<file path="config.mk">
export PLATFORM = sky130hd
export DESIGN_NAME = evtirq_ctrl
export DESIGN_NICKNAME = d
export VERILOG_FILES = /design/src/rtl/evtirq_pkg.sv /design/src/rtl/evtirq_flags.sv /design/src/rtl/evtirq_mask.sv /design/src/rtl/evtirq_lines.sv /design/src/rtl/evtirq_ctrl.sv
export SDC_FILE = /design/constraint.sdc
export NUM_CORES = 1
export LEC_CHECK = 0
export ABC_AREA = 1
export ABC_CLOCK_PERIOD_IN_PS = 1700
export CORE_ASPECT_RATIO = 0.7
export CORE_MARGIN = 2
export CORE_UTILIZATION = 44
export CTS_CLUSTER_DIAMETER = 60
export CTS_CLUSTER_SIZE = 28
export DETAILED_ROUTE_END_ITERATION = 12
export PLACE_DENSITY_LB_ADDON = 0.08
export SLEW_MARGIN = 20
export SYNTH_ARGS = -nofsm -noshare
export SYNTH_HDL_FRONTEND = slang
export SYNTH_SLANG_ARGS = --single-unit
export TNS_END_PERCENT = 1
</file>
<file path="constraint.sdc">
create_clock -name clk -period 1.7 [get_ports clk]
set_clock_uncertainty 0.2 [all_clocks]
set_input_delay 0.255 -clock clk [delete_from_list [all_inputs] [get_ports clk]]
set_output_delay 0.255 -clock clk [all_outputs]
set_load 0.01 [all_outputs]
</file>
<file path="src/rtl/evtirq_pkg.sv">
package evtirq_pkg;

  localparam int NUM_EVT  = 13;
  localparam int EVT_LSB  = 19;
  localparam int REG_W    = 32;
  localparam int GSTOP_IX = 9;   // flag index of graceful stop (register bit 28)

  typedef logic [NUM_EVT-1:0] evt_vec_t;

  // Flag index (register bit minus EVT_LSB) that feeds each interrupt line.
  function automatic int line_src(input int line);
    case (line)
      0:       return 8;   // transmit frame
      1:       return 7;   // transmit buffer
      2:       return 0;   // underrun
      3:       return 1;   // retry limit
      4:       return 6;   // receive frame
      5:       return 5;   // receive buffer
      6:       return 4;   // management
      7:       return 2;   // late collision
      8:       return 12;  // heartbeat
      9:       return 9;   // graceful stop
      10:      return 3;   // bus error
      11:      return 10;  // babbling transmit
      default: return 11;  // babbling receive
    endcase
  endfunction

  // Set has priority over clear.
  function automatic evt_vec_t flag_next(input evt_vec_t cur,
                                         input evt_vec_t set_v,
                                         input evt_vec_t clr_v);
    return (cur & ~clr_v) | set_v;
  endfunction

  // Place the flag vector into its register bit positions.
  function automatic logic [REG_W-1:0] flags_to_reg(input evt_vec_t f);
    logic [REG_W-1:0] r;
    r = '0;
    r[EVT_LSB +: NUM_EVT] = f;
    return r;
  endfunction

endpackage

</file>
<file path="src/rtl/evtirq_flags.sv">
module evtirq_flags
  import evtirq_pkg::*;
(
  input  logic     clk,
  input  logic     rst_n,
  input  logic     ctl_rst,
  input  evt_vec_t set_vec,
  input  evt_vec_t clr_vec,
  output evt_vec_t flags_q
);

  always_ff @(posedge clk or negedge rst_n) begin
    if (!rst_n) begin
      flags_q <= '0;
    end else if (ctl_rst) begin
      flags_q <= '0;
    end else begin
      flags_q <= flag_next(flags_q, set_vec, clr_vec);
    end
  end

endmodule

</file>
<file path="src/rtl/evtirq_mask.sv">
module evtirq_mask #(
  parameter int W = 32
) (
  input  logic         clk,
  input  logic         rst_n,
  input  logic         ctl_rst,
  input  logic         load,
  input  logic [W-1:0] load_val,
  output logic [W-1:0] mask_q
);

  always_ff @(posedge clk or negedge rst_n) begin
    if (!rst_n) begin
      mask_q <= '0;
    end else if (ctl_rst) begin
      mask_q <= '0;
    end else if (load) begin
      mask_q <= load_val;
    end
  end

endmodule

</file>
<file path="src/rtl/evtirq_lines.sv">
module evtirq_lines
  import evtirq_pkg::*;
(
  input  logic     clk,
  input  logic     rst_n,
  input  evt_vec_t flags_q,
  input  evt_vec_t en_vec,
  output logic [NUM_EVT-1:0] line_q
);

  for (genvar i = 0; i < NUM_EVT; i++) begin : g_line
    localparam int SRC = line_src(i);
    logic act;
    assign act = flags_q[SRC] & en_vec[SRC];
    always_ff @(posedge clk or negedge rst_n) begin
      if (!rst_n) line_q[i] <= 1'b0;
      else        line_q[i] <= act;
    end
  end

endmodule

</file>
<file path="src/rtl/evtirq_ctrl.sv">
module evtirq_ctrl
  import evtirq_pkg::*;
#(
  parameter int               ADDR_W    = 10,
  parameter logic [ADDR_W-1:0] OFS_EVENT = 10'h004,
  parameter logic [ADDR_W-1:0] OFS_MASK  = 10'h008,
  parameter logic [ADDR_W-1:0] OFS_TXCTL = 10'h0C4
) (
  input  logic              clk,
  input  logic              rst_n,
  input  logic              ctl_rst,
  input  logic [NUM_EVT-1:0] hw_evt,
  input  logic              wr_en,
  input  logic [ADDR_W-1:0] wr_addr,
  input  logic [REG_W-1:0]  wr_data,
  input  logic [ADDR_W-1:0] rd_addr,
  output logic [REG_W-1:0]  rd_data,
  output logic [NUM_EVT-1:0] irq_line
);

  // Named internal events, also observed by the checker.
  logic     wr_event, wr_mask, gstop_req;
  evt_vec_t set_vec, clr_vec, ev_flags, en_vec;
  logic [REG_W-1:0] mask_q;

  assign wr_event  = wr_en && (wr_addr == OFS_EVENT);
  assign wr_mask   = wr_en && (wr_addr == OFS_MASK);
  assign gstop_req = wr_en && (wr_addr == OFS_TXCTL) && wr_data[0];

  assign clr_vec = wr_event ? wr_data[EVT_LSB +: NUM_EVT] : '0;

  always_comb begin
    set_vec = hw_evt;
    set_vec[GSTOP_IX] = hw_evt[GSTOP_IX] | gstop_req;
  end

  evtirq_flags u_flags (
    .clk     (clk),
    .rst_n   (rst_n),
    .ctl_rst (ctl_rst),
    .set_vec (set_vec),
    .clr_vec (clr_vec),
    .flags_q (ev_flags)
  );

  evtirq_mask #(.W(REG_W)) u_mask (
    .clk      (clk),
    .rst_n    (rst_n),
    .ctl_rst  (ctl_rst),
    .load     (wr_mask),
    .load_val (wr_data),
    .mask_q   (mask_q)
  );

  assign en_vec = mask_q[EVT_LSB +: NUM_EVT];

  evtirq_lines u_lines (
    .clk     (clk),
    .rst_n   (rst_n),
    .flags_q (ev_flags),
    .en_vec  (en_vec),
    .line_q  (irq_line)
  );

  always_comb begin
    if (rd_addr == OFS_EVENT)     rd_data = flags_to_reg(ev_flags);
    else if (rd_addr == OFS_MASK) rd_data = mask_q;
    else                          rd_data = '0;
  end

endmodule

</file>
==> results of run 1 <==
layout make-up:
cell class,instances,share of cell area [%]
repair buffers,147,29.23
inverters,53,4.380
clock buffers,11,3.113
well taps,78,2.149
multi-input cells,240,28.51
flip-flops and latches,58,31.96
clock inverters,5,0.6612
where the power goes:
part	internal [mW]	switching, mW
combinational	0.193	0.159
sequential	1.40	0.0178
clock	0.561	0.551
timing repair:
action | in CTS | in global routing
endpoints found under the setup margin | 32 | 32
hold buffers | 1 | 0
pin swaps | 17 | 2
buffers inserted | 8 | 0
gates resized for setup | 195 | 11
gates cloned | 7 | 0
hold endpoints to repair | 15 | 0
worst register-to-register path, cell delays in order, from the launching register on:
cell and delay (ns):
sky130_fd_sc_hd__dfrtp_1 0.41, sky130_fd_sc_hd__nand2_1 0.09, sky130_fd_sc_hd__a21oi_1 0.06
path summary, 6_finish.rpt:
check | slack (ns) | cells after the start | start | end
hold reg to reg | 0.30 | 2 | u_flags.flags_q[12] | u_lines.line_q[8]
max in group asynchronous | 0.53 | 3 | rst_n | u_flags.flags_q[11]
hold / removal | 0.20 | 2 | rst_n | u_mask.mask_q[13]
setup reg to reg | 0.82 | 2 | u_flags.flags_q[0] | u_flags.flags_q[0]
setup / recovery | -0.06 | 8 | rd_addr[0] | rd_data[5]
min in group clk | 0.26 | 3 | hw_evt[8] | u_flags.flags_q[8]
cells by family after synthesis:
kind of cell | after synthesis | share of synthesized area [%]
AO/OA/AOI/OAI | 14 | 2.419
buffers and inverters | 76 | 10.71
AND/OR/NAND/NOR | 223 | 36.76
flip-flops | 58 | 50.11
state kept, by name, summed over array words and instances, names as in the netlist:
register / count
u_mask.mask_q: 32
u_flags.flags_q: 13
u_lines.line_q: 13
cell usage in the layout (no fill, tap or decap), drive strengths merged:
cell type,Yosys,layout
nand2,80,83
nand4,33,33
nand3,74,74
clkinvlp,0,2
nor2,33,33
dlygate4sd2,0,1
clkdlybuf4s50,0,70
dlygate4sd3,0,1
a21oi,14,14
clkdlybuf4s15,0,1
nor4,1,1
buf,14,73
clkinv,0,3
inv,53,53
dfrtp,58,58
nor3,2,2
clkbuf,9,12
stage by stage:
| stage | setup TNS (ns) | setup slack, ns | cells | util [%] |
|---|---|---|---|---|
| after detailed placement | -31.23 | -0.8293 | 561 | 67.18 |
| final | -0.7637 | -0.05717 | 592 | 72.02 |
| after global placement | -29.06 | -0.8111 | 561 | 67.18 |
| after CTS | -0.6053 | -0.06074 | 592 | 71.47 |
| after global routing | -3.308 | -0.1312 | 592 | 72.02 |
| after floorplan | 0 | 0.08959 | 371 | - |
layer usage:
layer,GRT usage (%),wire length [um]
met5,0,0
met4,7.808,91
met1,35.42,3900
met3,6.927,760
met2,42.81,4302
==> results.toml, run 1 <==
[worst_setup_path]
critical-path-top-delay-family = "buffers and inverters"
endpoint_kind = "output pin"
crit_path_top_delay_cell = "sky130_fd_sc_hd__nor4_4"
critical-path-max-stage-delay_ns = 0.24
critical_path_buf_inv_count = 5
timing.critical_path.arrival_ns = 1.30
cp_common_cell = "sky130_fd_sc_hd__buf_12"
timing.critical_path.cells = "buf_6 -> nor4_4 -> buf_4 -> buf_12 -> buf_12 -> nand2_8 -> nor2_2 -> buf_2"
critical_path.startpoint_type = "input pin"
timing.critical_path.fanout_max = 5
path_class = "in2out"
timing.critical_path.required_ns = 1.24

[power]
p_leak_nw = 2.311
power_density_nw_per_um2 = 634.7
worst_vdd_rail_ir_drop_mv = 0.4159
post-layout-total-power_mw = 2.883

[synth]
ys_warns = 0
post_synth_top_area_cell = "sky130_fd_sc_hd__dfrtp_1"
post_syn_instances = 371
synth.ff_latch_count = 58
yosys-top-cells-count = "sky130_fd_sc_hd__nand2_1 (79), sky130_fd_sc_hd__nand3_1 (74), sky130_fd_sc_hd__dfrtp_1 (58)"
synth_edf_count = 0
per_instance_average_area_after_synthesis_um2 = 7.807
synth_top_flop_cell = "sky130_fd_sc_hd__dfrtp_1"
async_reset_ff_share_pct = 100.0
post-synth-top-count-cell = "sky130_fd_sc_hd__nand2_1"
synth_seq_area_share_pct = 50.11
synthesis.area_um2 = 2897
synth_fp_nets = 440
synthDominantCellAreaShare_pct = 50.11
synthDistinctLibCells = 17
synthTopCellsByArea = "sky130_fd_sc_hd__dfrtp_1 (50%), sky130_fd_sc_hd__nand3_1 (13%), sky130_fd_sc_hd__nand2_1 (10%)"

[floorplan]
die_w_um = 101.0
io-pin-count = 114
cell_row_count = 24
floorplan.die_area_um2 = 7259
dieHeight_um = 71.89
floorplan.initialDensity_pct = 45.93
floorplan.core_area_um2 = 6306

[timing]
layout_min_cycle_time_ns = 1.757
fmaxAchievable_ghz = 0.5691
final-max-slew-violation-count = 0
rsz_0062_raised_after_global_routing = "yes"
worst-slew-pin-transition_ns = 0.4165
finalSetupViolCount = 28
postLayoutSetupSlackWorst_ns = -0.05717
hold_viol_final = 0
min_period_over_period_pct = 103.4
worst_slew_margin_rel_pct = 72.23
fin_hold_ws_ns = 0.1994

[layout]
final_nets = 578
final_design_area_no_fill_um2 = 4542
combined_area_of_the_multi_input_logic_cells_um2 = 1295
insertedDiodeCount = 0
register_area_um2 = 1451
layout.filler_cells = 506
layout-drive-gt1-share_pct = 24.71
layout-area-overhead-vs-synth_pct = 56.80

[worst_hold_path]
min-delay-path-class = "in2async"

[cts]
cts_tree = "built"
clkTransAtPathRegs_ns = 0.06
max-clock-path-buffers = 2
cts_htree_levels = 3
cts-root-buf = "sky130_fd_sc_hd__clkbuf_8"
cts_made_buffers = 9
cts_sinks = 58
clk_latency_ns = 0.33

[route]
drtPass1Iterations = 5
route.detailed.vias_per_inst = 5.252
dr_drc_count = 0
detail_route.wirelength_um = 9054
drc_violation_total_after_the_first_tritonroute_iteration = 255
number_of_vias_after_detailed_routing = 3109
postRouteAntennaNets = 0
detail_route.wl_per_cell_um = 15.29

[placed_design]
post-dp-hpwl_um = 5705
detailed_place.area_um2 = 4237
gpl.final_weighted_congestion = 0.7840
io_buffer_count = 113

[global_route]
grt_pass1_vias = 2983
grt_overflow_total = 0
grt_start_max_net_pins = 44
groute.usage.overall_pct = 26.46
grt_antenna_before_repair = 0
grt_pass1_wl_um = 14700

[run_status]
outcome = "complete, but fails checks"
failed_checks = "setup timing"

[flow_run]
cap_violations = 0
Power figures use the tool's default switching activity.
==> run 2: changes to the inputs <==
--- a/config.mk
+++ b/config.mk
@@ -14,7 +14,7 @@
 export CTS_CLUSTER_SIZE = 28
 export DETAILED_ROUTE_END_ITERATION = 12
 export PLACE_DENSITY_LB_ADDON = 0.08
-export SLEW_MARGIN = 20
+export RECOVER_POWER = 100
 export SYNTH_ARGS = -nofsm -noshare
 export SYNTH_HDL_FRONTEND = slang
 export SYNTH_SLANG_ARGS = --single-unit
==> run 2 against run 1 <==
Against the previous run: the flow still finishes with violations (setup timing); non-clock buffer count unchanged; final cell count is the same; maximum frequency decreased by 0.12%; die area unchanged; critical path depth unchanged; cell area about the same; critical path type unchanged; largest cell class unchanged; largest power group unchanged; highest routed layer unchanged.
==> results.toml, run 2 (synthesized netlist as in run 1, its figures left out) <==
[cts]
cts_made_buffers = 9
clk_latency_ns = 0.33
cts_htree_levels = 3
clkTransAtPathRegs_ns = 0.07
cts_tree = "built"
cts-root-buf = "sky130_fd_sc_hd__clkbuf_8"
max-clock-path-buffers = 2
cts_sinks = 58

[timing]
final-max-slew-violation-count = 0
finalSetupViolCount = 28
worst_slew_margin_rel_pct = 33.55
min_period_over_period_pct = 103.5
layout_min_cycle_time_ns = 1.759
postLayoutSetupSlackWorst_ns = -0.05920
rsz_0062_raised_after_global_routing = "yes"
hold_viol_final = 0
worst-slew-pin-transition_ns = 0.9967
fmaxAchievable_ghz = 0.5684

[route]
postRouteAntennaNets = 0
dr_drc_count = 0
detail_route.wl_per_cell_um = 15.26
drc_violation_total_after_the_first_tritonroute_iteration = 243
detail_route.wirelength_um = 9033
wl_met3_um = 732
route.met2.wl_um = 4275
number_of_vias_after_detailed_routing = 3106
route.detailed.vias_per_inst = 5.247
wl_met1_um = 3920
drtPass1Iterations = 4
routed.top_layer = "met4"

[layout]
largest_register_ffs = 32
layout-drive-gt1-share_pct = 24.51
registers.top_by_ff_count = "u_mask.mask_q"
post-route-util_pct = 71.96
highest_count_cells_in_the_layout_ignoring_fill_and_taps = "sky130_fd_sc_hd__nand2_1 (77), sky130_fd_sc_hd__clkdlybuf4s50_1 (70), sky130_fd_sc_hd__nand3_1 (69)"
mostFrequentLayoutCell = "sky130_fd_sc_hd__nand2_1"
final_nets = 578
count_of_non_filler_cells_in_the_finished_layout = 592
layout-area-overhead-vs-synth_pct = 56.67
largestRegisters = "u_mask.mask_q x32, u_flags.flags_q x13, u_lines.line_q x13"
insertedDiodeCount = 0

[worst_setup_path]
timing.critical_path.required_ns = 1.24
timing.critical_path.fanout_max = 5
timing.critical_path.arrival_ns = 1.30
path_class = "in2out"
endpoint_kind = "output pin"
critical_path.startpoint_type = "input pin"

[run_status]
failed_checks = "setup timing"
outcome = "complete, but fails checks"

[global_route]
grt_overflow_total = 0
grt_pass1_wl_um = 14700
grt_start_max_net_pins = 44
grt_antenna_before_repair = 0
groute.usage.overall_pct = 26.46
grt_pass1_vias = 2983

[worst_hold_path]
min-delay-path-class = "in2reg"

[floorplan]
io-pin-count = 114
floorplan.core_area_um2 = 6306
floorplan.initialDensity_pct = 45.93
cell_row_count = 24
die_w_um = 101.0
floorplan.die_area_um2 = 7259
dieHeight_um = 71.89

[power]
worst_vdd_rail_ir_drop_mv = 0.4182
p_leak_nw = 2.308
power_density_nw_per_um2 = 635.2

[flow_run]
cap_violations = 0

[placed_design]
placedCellCount = 561
io_buffer_count = 113
gpl.final_weighted_congestion = 0.7840
post-dp-hpwl_um = 5705
[run 2: layout make-up]
cell class / instances / area, um^2
Fill cell: 508 / 1768
Sequential cell: 58 / 1451
Timing Repair Buffer: 147 / 1324
Multi-Input combinational cell: 240 / 1295
Inverter: 53 / 198.9
Clock buffer: 11 / 141.4
Tap cell: 78 / 97.59
Clock inverter: 5 / 30.03
[run 2: stage by stage]
step | TNS [ns] | hold slack, ns | total power, mW | instance area, um^2 | worst slack (ns)
finish | -0.7693 | 0.2590 | 2.883 | 4538 | -0.05920
detailed placement | -31.23 | 0.01074 | 1.772 | 4237 | -0.8293
CTS | -0.6053 | 0.1950 | 2.919 | 4507 | -0.06074
floorplan | 0 | -0.2406 | 1.519 | 2897 | 0.08959
global placement | -29.06 | 0.004152 | 1.765 | 4237 | -0.8111
global route | -4.236 | 0.2563 | 3.005 | 4538 | -0.1312
[run 2: per-layer routing]
| layer | GRT usage (%) | vias to the layer above |
|---|---|---|
| met3 | 6.927 | 10 |
| met5 | 0 | - |
| met2 | 42.81 | 131 |
| met1 | 35.42 | 1475 |
| met4 | 7.808 | 0 |
| li1 | - | 1490 |
[run 2: what timing repair did]
| action | in CTS | in global routing |
|---|---|---|
| hold endpoints to repair | 15 | 0 |
| hold buffers | 1 | 0 |
| endpoints found under the setup margin | 32 | 32 |
| buffers inserted | 8 | 0 |
| gates resized for setup | 195 | 11 |
| cloned | 7 | 0 |
| pin swaps | 17 | 2 |
[run 2: final timing paths]
path / startpoint / to / slack, ns / cells after the start
max in group asynchronous: rst_n / u_mask.mask_q[26] / 0.12 / 3
worst min register to register: u_flags.flags_q[11] / u_lines.line_q[12] / 0.30 / 2
worst max-delay path: rd_addr[0] / rd_data[5] / -0.06 / 8
worst max register to register: u_flags.flags_q[0] / u_flags.flags_q[0] / 0.82 / 2
worst min-delay path: hw_evt[8] / u_flags.flags_q[8] / 0.26 / 3
min in group asynchronous: rst_n / u_mask.mask_q[5] / 0.42 / 2
[run 2: critical path, cell delays in order]
cell	delay [ns]
sky130_fd_sc_hd__buf_6	0.09
sky130_fd_sc_hd__nor4_4	0.24
sky130_fd_sc_hd__buf_4	0.17
sky130_fd_sc_hd__buf_12	0.11
sky130_fd_sc_hd__buf_12	0.12
sky130_fd_sc_hd__nand2_8	0.09
sky130_fd_sc_hd__nor2_2	0.09
sky130_fd_sc_hd__buf_2	0.13
[run 2: where the power goes]
part           internal [mW]  total [mW]  switching, mW  leakage, nW
logic                  0.193       0.351          0.158         1.43
registers               1.40        1.42         0.0176        0.792
clock network          0.561        1.11          0.552       0.0851
total                   2.15        2.88          0.728         2.31
==> run 3: changes to the inputs <==
--- a/config.mk
+++ b/config.mk
@@ -15,6 +15,7 @@
 export DETAILED_ROUTE_END_ITERATION = 12
 export PLACE_DENSITY_LB_ADDON = 0.08
 export RECOVER_POWER = 100
+export SLEW_MARGIN = 15
 export SYNTH_ARGS = -nofsm -noshare
 export SYNTH_HDL_FRONTEND = slang
 export SYNTH_SLANG_ARGS = --single-unit
==> results of run 3 <==
Final layout, timing and power as in run 2 (identical DEF).
